--- config.mk ---
export PLATFORM = sky130hd
export DESIGN_NAME = ps2_reg_front
export DESIGN_NICKNAME = d
export VERILOG_FILES = /design/src/rtl/ps2_reg_pkg.sv /design/src/rtl/ps2_reg_ctrl.sv /design/src/rtl/ps2_reg_dpath.sv /design/src/rtl/ps2_reg_front.sv
export SDC_FILE = /design/constraint.sdc
export NUM_CORES = 1
export LEC_CHECK = 0
export CAP_MARGIN = 20
export CELL_PAD_IN_SITES_DETAIL_PLACEMENT = 0
export CELL_PAD_IN_SITES_GLOBAL_PLACEMENT = 1
export CORE_ASPECT_RATIO = 0.8
export CORE_MARGIN = 5
export CORE_UTILIZATION = 30
export DETAILED_ROUTE_END_ITERATION = 16
export PLACE_DENSITY_LB_ADDON = 0.1
export SKIP_CTS_REPAIR_TIMING = 1
export SYNTH_ARGS = -nofsm -noshare
export SYNTH_HDL_FRONTEND = slang
export SYNTH_SLANG_ARGS = --single-unit
export TNS_END_PERCENT = 30
--- constraint.sdc ---
create_clock -name clk -period 1.95 [get_ports clk]
set_input_delay 0.39 -clock clk [delete_from_list [all_inputs] [get_ports clk]]
set_output_delay 0.39 -clock clk [all_outputs]
set_load 0.005 [all_outputs]
--- src/rtl/ps2_reg_pkg.sv ---
package ps2_reg_pkg;

  typedef enum logic [2:0] {
    SEL_ZERO,
    SEL_CTRL,
    SEL_STAT,
    SEL_DATA,
    SEL_DIV,
    SEL_INTR,
    SEL_ID
  } rdSel_e;

  // strobes from decode to datapath
  typedef struct packed {
    logic   wrCtrl;
    logic   wrDiv;
    logic   wrTx;
    logic   take;
    rdSel_e rdSel;
    logic [2:0] idIdx;
  } strobes_t;

  localparam logic [7:0] STAT_PENDING = 8'h10;
  localparam logic [1:0] INTR_TX_READY = 2'b10;
  localparam int CTRL_RX_EN_BIT = 4;
  localparam int CTRL_FORCE_BIT = 3;

  function automatic logic [7:0] idByte(input logic [2:0] idx);
    case (idx)
      3'd0: idByte = 8'h50;
      3'd1: idByte = 8'h10;
      3'd2: idByte = 8'h04;
      3'd3: idByte = 8'h00;
      3'd4: idByte = 8'h0D;
      3'd5: idByte = 8'hF0;
      3'd6: idByte = 8'h05;
      default: idByte = 8'hB1;
    endcase
  endfunction

endpackage

--- src/rtl/ps2_reg_ctrl.sv ---
module ps2_reg_ctrl
  import ps2_reg_pkg::*;
#(
  parameter int WORD_W = 10
) (
  input  logic              busRd,
  input  logic              busWr,
  input  logic [WORD_W-1:0] busAddr,
  input  logic              rxValid,
  output strobes_t          strb
);

  localparam logic [WORD_W-1:0] ID_BASE = {{(WORD_W-3){1'b1}}, 3'b000};
  localparam logic [WORD_W-1:0] IDX_CTRL = WORD_W'(0);
  localparam logic [WORD_W-1:0] IDX_STAT = WORD_W'(1);
  localparam logic [WORD_W-1:0] IDX_DATA = WORD_W'(2);
  localparam logic [WORD_W-1:0] IDX_DIV  = WORD_W'(3);
  localparam logic [WORD_W-1:0] IDX_INTR = WORD_W'(4);

  always_comb begin
    strb = '0;
    strb.rdSel = SEL_ZERO;
    strb.idIdx = busAddr[2:0];
    if (busAddr >= ID_BASE) begin
      strb.rdSel = SEL_ID;
    end else begin
      case (busAddr)
        IDX_CTRL: begin
          strb.rdSel  = SEL_CTRL;
          strb.wrCtrl = busWr;
        end
        IDX_STAT: strb.rdSel = SEL_STAT;
        IDX_DATA: begin
          strb.rdSel = SEL_DATA;
          strb.wrTx  = busWr;
          strb.take  = busRd & rxValid;
        end
        IDX_DIV: begin
          strb.rdSel = SEL_DIV;
          strb.wrDiv = busWr;
        end
        IDX_INTR: strb.rdSel = SEL_INTR;
        default:  strb.rdSel = SEL_ZERO;
      endcase
    end
  end

endmodule

--- src/rtl/ps2_reg_dpath.sv ---
module ps2_reg_dpath
  import ps2_reg_pkg::*;
#(
  parameter int DATA_W = 32
) (
  input  logic              clk,
  input  logic              rstN,
  input  strobes_t          strb,
  input  logic [DATA_W-1:0] busWdata,
  input  logic              rxValid,
  input  logic [7:0]        rxData,
  output logic [DATA_W-1:0] busRdata,
  output logic              irqOut,
  output logic              rxReady,
  output logic              txValid,
  output logic [7:0]        txData
);

  logic [DATA_W-1:0] ctrlReg;
  logic [DATA_W-1:0] divReg;
  logic [7:0]        heldByte;

  always_ff @(posedge clk or negedge rstN) begin
    if (!rstN) begin
      ctrlReg  <= '0;
      divReg   <= '0;
      heldByte <= '0;
    end else begin
      if (strb.wrCtrl) ctrlReg  <= busWdata;
      if (strb.wrDiv)  divReg   <= busWdata;
      if (strb.take)   heldByte <= rxData;
    end
  end

  always_comb begin
    busRdata = '0;
    case (strb.rdSel)
      SEL_CTRL: busRdata = ctrlReg;
      SEL_STAT: busRdata = rxValid ? DATA_W'(STAT_PENDING) : '0;
      SEL_DATA: busRdata = DATA_W'(strb.take ? rxData : heldByte);
      SEL_DIV:  busRdata = divReg;
      SEL_INTR: busRdata = DATA_W'({INTR_TX_READY[1], rxValid});
      SEL_ID:   busRdata = DATA_W'(idByte(strb.idIdx));
      default:  busRdata = '0;
    endcase
  end

  assign irqOut  = (rxValid & ctrlReg[CTRL_RX_EN_BIT]) | ctrlReg[CTRL_FORCE_BIT];
  assign rxReady = strb.take;
  assign txValid = strb.wrTx;
  assign txData  = busWdata[7:0];

endmodule

--- src/rtl/ps2_reg_front.sv ---
module ps2_reg_front
  import ps2_reg_pkg::*;
#(
  parameter int WORD_W = 10,
  parameter int DATA_W = 32
) (
  input  logic              clk,
  input  logic              rstN,
  input  logic [WORD_W-1:0] busAddr,
  input  logic              busRd,
  input  logic              busWr,
  input  logic [DATA_W-1:0] busWdata,
  output logic [DATA_W-1:0] busRdata,
  output logic              irqOut,
  input  logic              rxValid,
  input  logic [7:0]        rxData,
  output logic              rxReady,
  output logic              txValid,
  output logic [7:0]        txData
);

  strobes_t strb;

  ps2_reg_ctrl #(.WORD_W(WORD_W)) u_ctrl (
    .busRd   (busRd),
    .busWr   (busWr),
    .busAddr (busAddr),
    .rxValid (rxValid),
    .strb    (strb)
  );

  ps2_reg_dpath #(.DATA_W(DATA_W)) u_dpath (
    .clk      (clk),
    .rstN     (rstN),
    .strb     (strb),
    .busWdata (busWdata),
    .rxValid  (rxValid),
    .rxData   (rxData),
    .busRdata (busRdata),
    .irqOut   (irqOut),
    .rxReady  (rxReady),
    .txValid  (txValid),
    .txData   (txData)
  );

endmodule

# Yosys cells after proc, flatten, opt, wreduce, memory -nomap -nowiden
# Index checks and enable logic that the tools add are counted.
[totals] register_bits=72 input_bits=55 out_inout_bits=43 elab_cells=35
[op_classes] magnitude_cmp=1 n_eq_ne=16 mux=10 n_bitwise=3 n_reduce_logical=2
[ops] op="one-hot mux 32 bit (6 select lines)" n=1
[ops] op="one-hot mux 8 bit (7 select lines)" n=1
[ops] op="== test 10 x 2 -> 1 bit (second input constant)" n=2
[ops] op="== test 3 bit (second input constant)" n=6
[ops] op="one-hot mux 3 bit (5 select lines)" n=1
[ops] op="== test 3 x 2 -> 1 bit (second input constant)" n=4
[ops] op="== test 10 x 1 -> 1 bit (second input constant)" n=1
[ops] op="== test 10 x 3 -> 1 bit (second input constant)" n=1
[ops] op="greater-or-equal comparator 10 bit (second input constant)" n=1
[ops] op="logical NOT 10 bit" n=1
[ops] op="2-to-1 mux 8 bit" n=1
[ops] op="== test 3 x 1 -> 1 bit (second input constant)" n=2
[ops] op="2-to-1 mux 5 bit" n=1
[ops] op="2-to-1 mux 4 bit" n=1
[ops] op="logical NOT 3 bit" n=1
[ops] op="2-to-1 mux 3 bit" n=1
[ops] op="bitwise AND 1 bit" n=2
[ops] op="2-to-1 mux 1 bit" n=2
[ops] op="2-to-1 mux 2 bit" n=1
[ops] op="OR 1 bit" n=1

# Logic depth before layout (Yosys ltp)
# Gate-level depths: netlist (run 1).
[logic_depth] word_depth=5 ltp_mapped=6 depth_no_buf=4

# Cells and area by module
# From an unflattened synthesis (run 1), not the netlist that was laid out.
[unflattened] hier_cells=263 hier_area_um2=3539.6
[by_module_without_submodules] mod="ps2_reg_dpath" instances=1 cells_per_inst=238 area_per_inst_um2=3364.5
[by_module_without_submodules] mod="ps2_reg_ctrl" instances=1 cells_per_inst=25 area_per_inst_um2=175.2

# Worst setup path after synthesis (run 1)
# Ideal clock, no wire load.
[synth_path] path_type="input to output" from="input port busAddr[2]" to="output port busRdata[10]" t_arrival_ps=1580 required_time_ps=1560 setup_slack_ps=-20 path_stages=5 path_cell_list="clkbuf_1 nor3_1 and3_1 clkbuf_1 a22o_1"
[synth_between] elab_chain_cells=5 word_cells_on_any_way=15 cone_classes="order compare (1); eq/ne (10); mux (3); reduce/logical (1)"
[synth_rtl] item="start: declaration" line_no="ps2_reg_front.sv:9" source="input logic [WORD_W-1:0] busAddr,"
[synth_rtl] item="branches (longest 2 deep; another with greater-or-equal comparator 10 bit)"
[synth_rtl] item="2-to-1 mux 3 bit (*)" line_no="ps2_reg_ctrl.sv:24" source="if (busAddr >= ID_BASE) begin"
[synth_rtl] item="== test 3 bit, or another cell as far along" line_no="ps2_reg_dpath.sv:37" source="case (strb.rdSel)"
[synth_rtl] item="one-hot mux 32 bit (6 select lines) (*)" line_no="ps2_reg_dpath.sv:37"
[synth_rtl] item="end: declaration" line_no="ps2_reg_front.sv:13" source="output logic [DATA_W-1:0] busRdata,"
# Every way passes the cells marked *.

# Final worst setup path (run 1)
[layout_path] from="input port busAddr[9]" to="output port busRdata[5]"
[layout_between] elab_chain_cells=5 word_cells_on_any_way=18 cone_classes="order compare (1); eq/ne (10); mux (6); reduce/logical (1)"
[layout_rtl] item="branches (longest 4 deep; another with greater-or-equal comparator 10 bit)"
[layout_rtl] item="one-hot mux 32 bit (6 select lines) (*)" line_no="ps2_reg_dpath.sv:37"
# Marked as above.

==> metrics.txt, run 1 <==
Register Area=1800 um^2; Int Pwr=2850 uW; detailed placement HPWL=6.57 mm; die area=14,400 um^2; sequential fraction of the synthesis area=0.497; most frequent cells in the layout=dfrtp_1 (72), clkdlybuf4s50_1 (50), mux2_4 (38), buf_4 (38), buf_2 (27); H-tree levels=3; # fillers=1,100; WS Path Type=in2out; critical path peak fanout=7; Final Hold Viols=0; clock sink count=72; clock slew at reported path FFs=0.06 ns; failing checks=negative setup slack; DRT Wirelength=10.1 mm; multi-input logic area=1690 um^2; Total GRT Usage=0.132; RSZ-0062 raised after global routing=true; switch share=0.211; non-filler cells in the finished layout=552; final setup vio count=32; clk_lat worst skew=0.33 ns; total gr overflow=0; crit-path max cell delay=0.31 ns; Wirelength per Cell=18.2 um; final core occ=0.468; Clock Tree Root=clkbuf_16; Worst setup SP type=input port; TritonCTS clock tree=done; WP data arrival=1.75 ns; Seq cells post-synth=72; setup_tns=-4.22 ns; Critical Path RT=1.56 ns; total net switching power=760 uW; critical path's slowest cell=nor4_4; area grow syn2layout=50.9%; largest net degree at the start of global routing=53; placed cells=505; Max VDD drop=0.000375 V; Synth Area per Inst=14.2 um^2; Longest Clk Path Bufs=2; total core area=11,700 um^2; fraction of layout cells with a size suffix above 1=0.463; status=finished, violations left; commonest non-fill, non-tap cell in the layout=dfrtp_1; power per cell area=660 nW/um^2; Die Ht=108 um; Final Slew Violations=0; CP endpoint kind=primary output; final worst slack=-0.190 ns; CP Cell Sequence=buf_8 > nor4_4 > buf_4 > and3_4 > buf_12 > buf_6 > a221o_1 > buf_2; drt drc=0; Initial Util=0.310; syn nets=311; Peak Freq=467 MHz; Synth cell types=38; Worst Tran Pin Value=0.336 ns; Iteration-0 DRC Markers=116; DR vias=2,655; Routed Antenna Nets=0; Final Critical Period=2.14 ns; combinational share of power=0.082; Placement Rows=35; Top delay family on crit path=buffers and inverters; Ant. Diodes=0; initial antenna violation count=0; Mapped Cells=256; I/O pins=98; Final Skew=0 ns; relative slew slack=0.776; Reg power frac=0.423; RePlAce Congestion=0.739; Max Cap Violations=0; final net count=454; drt pass-1 iters=4; Buf+Inv Stages, Crit Path=5; PortBufs=97; first-pass GRT wire length=14.7 mm; Cell Area, Synth=3630 um^2; Clock power frac=0.495; warnings from Yosys=0; worst hold path class=reg2reg; period utilization=1.10; overall die width=133 um; Pleak=0.00276 uW; CTS buffer count=9; vias in the first global route=2,671; Via density=4.81
==> state kept, by name (all words and copies together), names as in the netlist <==
register and flops:
u_dpath.divReg 32, u_dpath.ctrlReg 32, u_dpath.heldByte 8
==> path summary, 6_finish.rpt <==
check	from	endpoint	slack, ns	cells past startpoint
max	busAddr[9]	busRdata[5]	-0.19	8
max in group asynchronous	rstN	u_dpath.divReg[16]	0.87	3
max reg2reg	u_dpath.ctrlReg[1]	u_dpath.ctrlReg[1]	1.13	1
min in group asynchronous	rstN	u_dpath.heldByte[6]	0.51	2
min reg2reg	u_dpath.ctrlReg[15]	u_dpath.ctrlReg[15]	0.49	1
min	u_dpath.ctrlReg[15]	u_dpath.ctrlReg[15]	0.49	1
==> routing by layer <==
metal  share of wire  GRT usage  up-vias
met5               0          0        -
met4          0.0079     0.0356        0
li1                -          -     1250
met3           0.064     0.0437        8
met1            0.49      0.182     1312
met2            0.44      0.201       85
==> cells by family (layout without fill, tap and decap cells) <==
logic type             count (synthesis)  count (layout)  share of synthesized area
buffers and inverters                 28             176                     0.0569
flip-flops                            72              72                      0.497
multiplexers                          80              80                      0.285
AND/OR/NAND/NOR                       31              31                     0.0562
AO/OA/AOI/OAI                         44              44                      0.102
XOR/XNOR                               1               1                    0.00242
==> cells in the mapped netlist (all sizes together) <==
cell / number / area, um^2
a211o: 2 / 17.5
a21o: 1 / 7.51
a21oi: 2 / 10.0
a221o: 5 / 50.1
a222oi: 1 / 10.0
a22o: 24 / 210
a32oi: 1 / 8.76
and2: 1 / 7.51
and3: 2 / 12.5
and3b: 1 / 8.76
and4: 2 / 20.0
buf: 19 / 173
clkbuf: 6 / 22.5
dfrtp: 72 / 1800
inv: 3 / 11.3
mux2: 73 / 965
mux2i: 7 / 70.1
nand2: 7 / 26.3
nand3: 4 / 25.0
nand4: 1 / 21.3
nor2: 6 / 22.5
nor3: 4 / 25.0
nor3b: 1 / 7.51
nor4: 1 / 21.3
o21ai: 2 / 10.0
o22ai: 2 / 12.5
o2bb2ai: 1 / 8.76
o32ai: 3 / 26.3
or3: 1 / 6.26
xor2: 1 / 8.76
==> layout make-up <==
type / instances / share of cell area
Sequential cell: 72 / 0.329
Multi-Input combinational cell: 156 / 0.309
Timing Repair Buffer: 157 / 0.265
Clock buffer: 10 / 0.0437
Tap cell: 148 / 0.0338
Clock inverter: 6 / 0.0167
Inverter: 3 / 0.00206
==> metrics by stage <==
step                      hold WS (ns)  area [um^2]  power (uW)  setup slack [ns]
after floorplan                 0.0944         3630        1630           0.00300
after global placement           0.311         4880        1840            -0.910
after detailed placement         0.309         4880        1840            -0.916
after CTS                      -0.0490         5210        3670            -0.915
after global routing             0.510         5470        3760            -0.267
final                            0.493         5470        3610            -0.190
==> power groups by stage <==
stage,Sequential (uW),Clock (uW),Combinational [uW]
global placement,1550,0,287
detailed placement,1550,0,288
finish,1530,1790,298
CTS,1530,1850,290
floorplan,1550,0,76.1
global route,1530,1910,324
Power figures use the tool's default switching activity.
==> inputs of run 2 (changes only) <==
--- a/config.mk
+++ b/config.mk
@@ -12,6 +12,7 @@
 export CORE_MARGIN = 5
 export CORE_UTILIZATION = 30
 export DETAILED_ROUTE_END_ITERATION = 16
+export HOLD_SLACK_MARGIN = 0.15
 export PLACE_DENSITY_LB_ADDON = 0.1
 export SKIP_CTS_REPAIR_TIMING = 1
 export SYNTH_ARGS = -nofsm -noshare
==> results of run 2 <==
No change in the layout: final DEF, timing and power equal those of run 1.
==> inputs of run 3 (changes only) <==
--- a/config.mk
+++ b/config.mk
@@ -6,14 +6,11 @@
 export NUM_CORES = 1
 export LEC_CHECK = 0
 export CAP_MARGIN = 20
-export CELL_PAD_IN_SITES_DETAIL_PLACEMENT = 0
-export CELL_PAD_IN_SITES_GLOBAL_PLACEMENT = 1
-export CORE_ASPECT_RATIO = 0.8
 export CORE_MARGIN = 5
 export CORE_UTILIZATION = 30
 export DETAILED_ROUTE_END_ITERATION = 16
+export GPL_TIMING_DRIVEN = 1
 export HOLD_SLACK_MARGIN = 0.15
-export PLACE_DENSITY_LB_ADDON = 0.1
 export SKIP_CTS_REPAIR_TIMING = 1
 export SYNTH_ARGS = -nofsm -noshare
 export SYNTH_HDL_FRONTEND = slang
==> metrics.txt, run 3 (synthesized netlist as in run 1, its figures left out) <==
Final Slew Violations=0 (unchanged); DRT Wirelength=10.0 mm (-0.22%); power per cell area=613 nW/um^2 (-7.0%); Worst setup SP type=input port; critical path peak fanout=8 (+1); total core area=11,900 um^2 (+1.9%); Wirelength per Cell=18.0 um (-0.94%); worst reg2reg startpoint=u_dpath.ctrlReg[3]; TritonCTS clock tree=done; clock slew at reported path FFs=0.05 ns (about the same); setup_tns=-5.29 ns (-1.07 ns); clock sink count=72 (unchanged); Tot Pwr=3420 uW (-5.2%); DR vias=2,684 (+1.1%); status=finished, violations left; first-pass GRT wire length=14.9 mm (+1.8%); drt drc=0 (unchanged); Hold Crit Depth=2 (+1); die area=14,400 um^2 (about the same); Worst Tran Pin Value=0.485 ns (+0.149 ns); PortBufs=97 (unchanged); Final Critical Period=2.21 ns (+0.0727 ns); largest registers=u_dpath.ctrlReg (32), u_dpath.divReg (32), u_dpath.heldByte (8); initial antenna violation count=0 (unchanged); combinational share of power=0.094 (+0.012); Ant. Diodes=0 (unchanged); CTS buffer count=9 (unchanged); Via density=4.83 (+0.36%); Initial Util=0.305 (-0.00570); Worst Hold Launch=rxData[1]; drt pass-1 iters=4 (unchanged); Max VDD drop=0.000290 V (-23%); Hold WS=0.373 ns (-0.120 ns); WP data arrival=1.82 ns (+0.07 ns); Reg power frac=0.447 (+0.024); fraction of layout cells with a size suffix above 1=0.465 (+0.00168); final worst slack=-0.263 ns (-0.0727 ns); clk_lat worst skew=0.32 ns (about the same); RSZ-0062 raised after global routing=true; vias in the first global route=2,784 (+4.2%); relative slew slack=0.677 (-0.0996); H-tree levels=3 (unchanged); Total GRT Usage=0.133 (+0.000994); Die Ht=120 um (+11%); final core occ=0.468 (about the same); CP endpoint kind=primary output; area grow syn2layout=53.8%; Final Hold Viols=0 (unchanged); I/O pins=98 (unchanged); RePlAce Congestion=0.755 (+2.2%); commonest non-fill, non-tap cell in the layout=dfrtp_1; total gr overflow=0 (unchanged); Placement Rows=40 (+14%); # fillers=1,099 (-0.091%); Iteration-0 DRC Markers=83 (-28%); final setup vio count=32 (unchanged); final net count=459 (+1.1%); Max Cap Violations=0 (unchanged); worst hold path class=in2reg; detailed placement HPWL=6.89 mm (+4.9%); switch share=0.213 (+0.00227); Pleak=0.00280 uW (+1.5%); Peak Freq=452 MHz (-3.3%); CP Launch Point=busAddr[9]; Int Pwr=2690 uW (-5.5%); Critical Path RT=1.56 ns (about the same); total net switching power=728 uW (-4.2%); largest net degree at the start of global routing=38 (-28%); WS Path Type=in2out; Longest Clk Path Bufs=2 (unchanged); most frequent cells in the layout=dfrtp_1 (72), clkdlybuf4s50_1 (49), mux2_4 (39); Routed Antenna Nets=0 (unchanged); overall die width=120 um (-9.8%); Clock power frac=0.460 (-0.035); Worst Reg-to-Reg Cells=1 (unchanged); Clock Tree Root=clkbuf_16; period utilization=1.13 (+0.0373); Final Skew=0 ns (unchanged); failing checks=negative setup slack
-- run 3: changes by cell type in the layout (fill, tap and decap cells not counted), moves of 2 or more --
cell        change
clkbuf_1        +4
buf_6           +8
clkbuf_2        +4
mux2i_1         -4
clkinvlp_4      -2
mux2i_4         +5
buf_4           -3
buf_2           -4
-- run 3: layout make-up --
type | instances | area [um^2] | share of cell area
Clock inverter | 3 | 42.5 | 0.00762
Tap cell | 147 | 184 | 0.0330
Timing Repair Buffer | 162 | 1520 | 0.272
Multi-Input combinational cell | 156 | 1780 | 0.320
Sequential cell | 72 | 1800 | 0.323
Clock buffer | 13 | 240 | 0.0430
Inverter | 3 | 11.3 | 0.00202
-- run 3: critical path, cell delays in order --
cell and delay [ns]:
buf_8 0.10, nor4_4 0.24, buf_4 0.19, and3_4 0.25, buf_6 0.11, buf_8 0.12
buf_6 0.10, buf_6 0.08, a22o_1 0.12, buf_2 0.11
-- run 3: path summary, 6_finish.rpt --
kind | end | slack, ns
setup / recovery | busRdata[20] | -0.26
hold / removal | u_dpath.heldByte[1] | 0.37
setup reg to reg | u_dpath.ctrlReg[3] | 1.14
hold reg to reg | u_dpath.ctrlReg[28] | 0.49
max in group asynchronous | u_dpath.divReg[30] | 0.81
min in group asynchronous | u_dpath.ctrlReg[5] | 0.57
-- run 3: per-layer routing --
metal  up-vias  track usage  share of wire
li1       1249            -              -
met4         0       0.0651          0.022
met1      1359        0.170           0.45
met5         -            0              0
met3        15       0.0320          0.037
met2        61        0.212           0.49
-- run 3: stage by stage --
stage / area, um^2 / instances / setup WS, ns
finish: 5580 / 556 / -0.263
global placement: 4890 / 507 / -0.948
global route: 5580 / 556 / -0.319
detailed placement: 4890 / 507 / -0.989
CTS: 5170 / 523 / -1.00
floorplan: 3630 / 256 / 0.00300
-- run 3: power by group through the flow --
stage | Clock [uW] | Combinational [uW] | Sequential [uW]
after floorplan | 0 | 76.1 | 1550
after global routing | 1700 | 348 | 1530
final | 1570 | 322 | 1530
after detailed placement | 0 | 288 | 1550
after CTS | 1610 | 289 | 1530
after global placement | 0 | 282 | 1550
